==> config.mk <==
export PLATFORM = sky130hd
export DESIGN_NAME = asram_ctrl
export DESIGN_NICKNAME = d
export VERILOG_FILES = /design/src/rtl/asram_pkg.sv /design/src/rtl/asram_wait_cnt.sv /design/src/rtl/asram_rd_capture.sv /design/src/rtl/asram_ctrl.sv
export SDC_FILE = /design/constraint.sdc
export NUM_CORES = 1
export LEC_CHECK = 0
export BUFFER_PORTS_ARGS = -buffer_cell sky130_fd_sc_hd__clkbuf_2
export CAP_MARGIN = 40
export CORE_ASPECT_RATIO = 1.5
export CORE_MARGIN = 2
export CORE_UTILIZATION = 50
export CTS_CLUSTER_SIZE = 30
export DETAILED_ROUTE_END_ITERATION = 8
export PLACE_DENSITY = 0.84
export REMOVE_ABC_BUFFERS = 1
export SLEW_MARGIN = 10
export SYNTH_ARGS = -nofsm -noshare
export SYNTH_HDL_FRONTEND = slang
export SYNTH_HIERARCHICAL = 1
export SYNTH_SLANG_ARGS = --single-unit
export TNS_END_PERCENT = 20
==> constraint.sdc <==
create_clock -name clk -period 2.3 [get_ports clk]
set_input_delay 0 -clock clk [delete_from_list [all_inputs] [get_ports clk]]
set_output_delay 0 -clock clk [all_outputs]
set_load 0.03 [all_outputs]
==> src/rtl/asram_pkg.sv <==
package asram_pkg;

    typedef enum logic [1:0] {
        ST_IDLE  = 2'd0,
        ST_READ  = 2'd1,
        ST_TURN  = 2'd2,
        ST_WRITE = 2'd3
    } asram_st_e;

    // Clock count covering a limit in ps, rounded up, never below one.
    function automatic int span_cycles(input int lim_ps, input int clk_ps);
        int c;
        c = (lim_ps + clk_ps - 1) / clk_ps;
        return (c < 1) ? 1 : c;
    endfunction

    function automatic int imax(input int a, input int b);
        return (a > b) ? a : b;
    endfunction

endpackage

==> src/rtl/asram_wait_cnt.sv <==
module asram_wait_cnt #(
    parameter int CW = 3
) (
    input  logic          clk,
    input  logic          rst_n,
    input  logic          load,
    input  logic [CW-1:0] load_val,
    output logic          last
);
    logic [CW-1:0] cnt_d, cnt_q;

    always_comb begin
        cnt_d = cnt_q;
        if (load)
            cnt_d = load_val;
        else if (cnt_q != '0)
            cnt_d = cnt_q - 1'b1;
    end

    always_ff @(posedge clk or negedge rst_n) begin
        if (!rst_n) cnt_q <= '0;
        else        cnt_q <= cnt_d;
    end

    assign last = (cnt_q == CW'(1));
endmodule

==> src/rtl/asram_rd_capture.sv <==
module asram_rd_capture #(
    parameter int DATA_W = 24
) (
    input  logic              clk,
    input  logic              rst_n,
    input  logic              cap_en,
    input  logic [DATA_W-1:0] din,
    output logic              valid,
    output logic [DATA_W-1:0] dout
);
    logic              valid_d, valid_q;
    logic [DATA_W-1:0] data_d, data_q;

    always_comb begin
        valid_d = cap_en;
        data_d  = cap_en ? din : data_q;
    end

    always_ff @(posedge clk or negedge rst_n) begin
        if (!rst_n) begin
            valid_q <= 1'b0;
            data_q  <= '0;
        end else begin
            valid_q <= valid_d;
            data_q  <= data_d;
        end
    end

    assign valid = valid_q;
    assign dout  = data_q;
endmodule

==> src/rtl/asram_ctrl.sv <==
module asram_ctrl
    import asram_pkg::*;
#(
    parameter int ADDR_W   = 18,
    parameter int DATA_W   = 24,
    parameter int CLK_PS   = 10000,
    parameter int T_WP_PS  = 5500,
    parameter int T_DW_PS  = 4000,
    parameter int T_AA_PS  = 8000,
    parameter int T_OHZ_PS = 3500
) (
    input  logic              clk,
    input  logic              rst_n,
    input  logic              req_valid,
    output logic              req_ready,
    input  logic              req_write,
    input  logic [ADDR_W-1:0] req_addr,
    input  logic [DATA_W-1:0] req_wdata,
    output logic              rd_valid,
    output logic [DATA_W-1:0] rd_data,
    output logic [ADDR_W-1:0] mem_addr,
    output logic              mem_ce_n,
    output logic              mem_oe_n,
    output logic              mem_we_n,
    output logic [DATA_W-1:0] mem_dq_out,
    output logic              mem_dq_oe,
    input  logic [DATA_W-1:0] mem_dq_in
);
    localparam int WP_CYC  = imax(span_cycles(T_WP_PS, CLK_PS), span_cycles(T_DW_PS, CLK_PS));
    localparam int RD_CYC  = span_cycles(T_AA_PS, CLK_PS);
    localparam int TA_CYC  = span_cycles(T_OHZ_PS, CLK_PS);
    localparam int CNT_MAX = imax(WP_CYC, imax(RD_CYC, TA_CYC));
    localparam int CW      = $clog2(CNT_MAX + 1);

    typedef struct packed {
        asram_st_e         st;
        logic              was_rd;
        logic [ADDR_W-1:0] addr;
        logic [DATA_W-1:0] wdata;
    } ctrl_s;

    ctrl_s         cur_q, nxt_d;
    logic          cnt_load;
    logic [CW-1:0] cnt_val;
    logic          cnt_last;
    logic          cap_en;

    always_comb begin
        nxt_d    = cur_q;
        cnt_load = 1'b0;
        cnt_val  = '0;
        cap_en   = 1'b0;
        case (cur_q.st)
            ST_IDLE: begin
                if (req_valid) begin
                    nxt_d.addr  = req_addr;
                    nxt_d.wdata = req_wdata;
                    cnt_load    = 1'b1;
                    if (req_write) begin
                        nxt_d.was_rd = 1'b0;
                        if (cur_q.was_rd) begin
                            nxt_d.st = ST_TURN;
                            cnt_val  = CW'(TA_CYC);
                        end else begin
                            nxt_d.st = ST_WRITE;
                            cnt_val  = CW'(WP_CYC);
                        end
                    end else begin
                        nxt_d.was_rd = 1'b1;
                        nxt_d.st     = ST_READ;
                        cnt_val      = CW'(RD_CYC);
                    end
                end
            end
            ST_READ: begin
                if (cnt_last) begin
                    cap_en   = 1'b1;
                    nxt_d.st = ST_IDLE;
                end
            end
            ST_TURN: begin
                if (cnt_last) begin
                    nxt_d.st = ST_WRITE;
                    cnt_load = 1'b1;
                    cnt_val  = CW'(WP_CYC);
                end
            end
            ST_WRITE: begin
                if (cnt_last) nxt_d.st = ST_IDLE;
            end
            default: nxt_d.st = ST_IDLE;
        endcase
    end

    always_ff @(posedge clk or negedge rst_n) begin
        if (!rst_n) begin
            cur_q <= '{st: ST_IDLE, was_rd: 1'b0, addr: '0, wdata: '0};
        end else begin
            cur_q <= nxt_d;
        end
    end

    asram_wait_cnt #(.CW(CW)) u_cnt (
        .clk      (clk),
        .rst_n    (rst_n),
        .load     (cnt_load),
        .load_val (cnt_val),
        .last     (cnt_last)
    );

    asram_rd_capture #(.DATA_W(DATA_W)) u_cap (
        .clk    (clk),
        .rst_n  (rst_n),
        .cap_en (cap_en),
        .din    (mem_dq_in),
        .valid  (rd_valid),
        .dout   (rd_data)
    );

    assign req_ready  = (cur_q.st == ST_IDLE);
    assign mem_ce_n   = (cur_q.st == ST_IDLE);
    assign mem_oe_n   = (cur_q.st != ST_READ);
    assign mem_we_n   = (cur_q.st != ST_WRITE);
    assign mem_dq_oe  = (cur_q.st == ST_WRITE);
    assign mem_addr   = cur_q.addr;
    assign mem_dq_out = cur_q.wdata;
endmodule

; ---- Word-level counts from Yosys, hierarchy flattened
; Cells that the tools add are included.
[word_totals]
reg_bits = 71
input_bits = 70
out_inout_bits = 72
word_cells = 32
[classes]
add_sub_neg = 1
n_eq_ne = 8
mux = 12
n_reduce_logical = 4
[ops]
columns = op, n
row1 = $mux W45, 1
row2 = $mux W1, 6
row3 = $ne A2 B1 Y1 const B, 3
row4 = $pmux W2 S3, 1
row5 = $eq A2 B2 Y1 const B, 2
row6 = $mux W2, 2
row7 = $ne A2 B2 Y1 const B, 2
row8 = $mux W3, 1
row9 = $reduce_and A3 Y1, 1
row10 = $eq A2 B1 Y1 const B, 1
row11 = $logic_not A2 Y1, 1
row12 = $pmux W1 S2, 1
row13 = $reduce_and A2 Y1, 1
row14 = $reduce_or A2 Y1, 1
row15 = $sub A1 B1 Y1 const B, 1

; ---- Longest topological paths before layout
[depth]
ltp_word = 4
mapped_depth = 6
mapped_depth_nobuf = 3

; ---- Hierarchy
; The synthesis kept the hierarchy.
[by_module_without_submodules]
columns = mod, instances, cells_each, area_each_um2, seq_area_each_um2
row1 = asram_ctrl, 1, 153, 2084.5, 1126.1
row2 = asram_rd_capture, 1, 52, 1022.2, 625.6
row3 = asram_wait_cnt, 1, 2, 31.3, 25.0

; ---- Least setup slack after synthesis
; No wires, ideal clock.
[synth_path]
kind = register to register
from = reg cur_q[43] in the netlist's numbering
to = reg cur_q, in the netlist mem_addr[10]
setup_time_ns = 0.125
arrival_time_ns = 1.381
path_slack_ns = 0.794
path_stages_with_launch = 5
path_buffers = 2
period_less_slack_ns = 1.506
path_cell_list = dfrtp_1 buf_6 nor3b_4 buf_6 mux2_2
[synth_via]
elab_chain_len = 2
[synth_rtl]
columns = item, line_no
row1 = start: declaration, asram_ctrl.sv:42  ; ctrl_s cur_q, nxt_d;
row2 = start signal: assignment, asram_ctrl.sv:97  ; cur_q <= '{st: ST_IDLE, was_rd: 1'b0, addr: '0, wdata: '0};
row3 = start signal: assignment, asram_ctrl.sv:99  ; cur_q <= nxt_d;
row4 = $logic_not A2 Y1, asram_ctrl.sv:53  ; case (cur_q.st)
row5 = $reduce_and A2 Y1 (no line), -
; No other way between the ends.
; A chain may end at the register's enable or synchronous reset.

; ---- Final worst setup path
[layout_path]
from = reg cur_q[44] in the netlist's numbering
to = reg u_cap.data_q[21], in the netlist u_cap/dout[21]
[layout_via]
elab_chain_len = 2
[layout_rtl]
columns = item, line_no
row1 = $eq A2 B1 Y1, asram_ctrl.sv:53
row2 = $mux W1, asram_ctrl.sv:53
row3 = via cap_en, asram_ctrl.sv:46  ; logic cap_en;
row4 = end signal: assignment, asram_rd_capture.sv:25  ; data_q <= data_d;
row5 = end: declaration, asram_rd_capture.sv:12  ; logic [DATA_W-1:0] data_d, data_q;
; The timed path passes the listed nets, and every way through them passes these cells.

==> run summary <==
f_max: 598 MHz
Hold Worst Slack: 249 ps
Layout Nets: 449
Tightest Pin Transition: 652 ps
final hold viol count: 0
final setup fails: 0
final worst-path cycle share: 0.727
final core utilization: 0.731
Slew HR: 0.565
clk root buf: clkbuf_8
CTS tree: built
CP Data Required Time: 2520 ps
Hold Path Class: primary input to asynchronous set/reset pin
Port Buffers: 141
sequential-to-total area share from yosys stat: 0.566
commonest non-fill, non-tap cell in the layout: clkbuf_2
Overflow after GRT: 0
Cell Rows: 35
Clock Skew: 11.8 ps
largest net degree at the start of global routing: 45
global-route track usage on met1: 0.208
Num CTS Buffers: 9
Total GRT Usage: 0.203
maximum capacitance violations: 0
initial antenna violation count: 0
crit path kind: register to register
commonest cells after routing, fill and taps aside: 140 x clkbuf_2, 71 x dfrtp_1, 69 x dlygate4sd3_1
status: finished, final reports clean
Die ar.: 6940 µm²
Post-Syn Area per Cell: 15.2 µm²
global-route wire length before repair: 10200 µm
clock sink total: 71
Synth top area share: 0.566
Final Wtd Congestion: 0.672
ANT cells: 0
clk slew on worst S/H paths: 80 ps
Final TNS setup: 0 ps
met3 GRT Util: 0.0592
DR pass1 iterations: 5
Cell variety after synth: 19
RSZ-0062 raised after global routing: false
worst vdd ir: 595 µV
critical path arrival: 1890 ps
Area growth syn-to-layout: 41.8%
static leakage: 0.00235 µW
Die Ht: 101 µm
Post-DRT Antenna Nets: 0
Die X: 68.7 µm
cell family with the largest share of critical-path delay: buffers and inverters
layout cell share with drive strength beyond 1: 0.576
core box area: 6090 µm²
drt wl/cell: 14.8 µm
Cell Chain, Critical Path: inv_1 > and3_1 > buf_4 > mux2_2
crit path buf inv count: 2
Slowest-stage cell, CP: dfrtp_1
H-tree levels: 3
Bufs on Longest Clock Path: 2
Yosys reg bits: 71
minimum clock period: 1670 ps
# DRC: 0
Worst Slack Setup Final: 627 ps
Startpoint Class: register
cell taking the most area after synthesis: dfrtp_1
GRT busiest layer: met2
IO Pins: 142
vias after detailed routing: 2158
endpoint class of the critical path: register
PD cells: 666 nW/µm²
DRT iter0 DRCs: 68
initial core utilization: 0.516
Via density: 4.71
via count of the first global-routing pass: 2239
drt total wl: 6800 µm
setup bufs post-CTS: 0
clk_lat worst skew: 340 ps
Largest stage delay, worst path: 470 ps
met2 usage: 0.366
post-DP HPWL: 3950 µm
largest cells by area after synthesis: dfrtp_1 57%, mux2_2 14%, buf_4 10%
Final Max Slew Viols: 0
dpl ws: 643 ps
Post-Synthesis Cell Area: 3140 µm²
Ys Warns: 6
Synth Instances: 207
Max FO, Critical Path: 25
## synthesized netlist by cell type
| library cell | count |
|---|---|
| nor2_1 | 3 |
| buf_4 | 43 |
| and3_1 | 1 |
| nand3_1 | 1 |
| mux2_4 | 20 |
| inv_1 | 2 |
| buf_2 | 1 |
| a22oi_1 | 1 |
| buf_6 | 6 |
| nor3b_4 | 1 |
| and2_1 | 2 |
| nand2_1 | 2 |
| dfrtp_1 | 71 |
| a21oi_1 | 3 |
| o22ai_1 | 1 |
| mux2_2 | 40 |
| buf_12 | 2 |
| mux2_1 | 6 |
| mux2i_1 | 1 |
## metrics by stage
| stage | std cells | total power, µW | area, µm² |
|---|---|---|---|
| after global placement | 373 | 1830 | 3550 |
| final | 458 | 2960 | 4450 |
| after global routing | 458 | 3100 | 4450 |
| after detailed placement | 373 | 1850 | 3550 |
| after CTS | 458 | 2990 | 4450 |
| after floorplan | 155 | 1650 | 2700 |
## repair_timing
item,CTS,global route
hold buffers,69,0
endpoints found under the hold margin,96,0
resized for setup,0,0
## routing by layer
metal  vias to the layer above  part of all wire
met1                      1043              0.35
met4                         0             0.023
met5                         -                 0
met2                       104              0.55
met3                        14             0.073
li1                        997                 -
## sequential cells by signal, indices dropped and copies added, names as in the netlist
| signal | cells |
|---|---|
| u_cap/valid | 1 |
| mem_addr | 18 |
| mem_dq_out | 24 |
| u_cap/dout | 24 |
| u_cnt/last | 1 |
| cur_q | 3 |
## where the power goes
group / switching [µW] / internal (µW) / total, µW
combinational: 301 / 238 / 539
sequential: 46.9 / 1330 / 1380
clock: 441 / 602 / 1040
## cell type report
class	count	area [µm²]
multi-input combinational	82	918
clock inverter	7	87.6
inverter	2	7.51
tap	74	92.6
sequential	71	1780
fill	382	1640
clock buffer	9	124
timing repair buffer	213	1440
## cells by family after synthesis
group | count (synthesis) | share of synthesized area
DFF | 71 | 0.566
muxes | 67 | 0.264
buffers and inverters | 54 | 0.141
and+or+nand+nor | 10 | 0.0195
AOI/OAI and AO/OA | 5 | 0.00917
## final timing paths
kind | slack, ps | depth (start not counted) | startpoint | to
worst max-delay path | 630 | 4 | cur_q[44] | u_cap/dout[21]
worst min-delay path | 250 | 2 | rst_n | mem_addr[0]
worst max register to register | 630 | 4 | cur_q[44] | u_cap/dout[21]
worst min register to register | 500 | 1 | mem_dq_out[22] | mem_dq_out[22]
max in group asynchronous | 1400 | 3 | rst_n | u_cap/dout[21]
min in group clk | 410 | 3 | req_write | cur_q[42]
No activity file was read; power rests on OpenSTA's default activity.
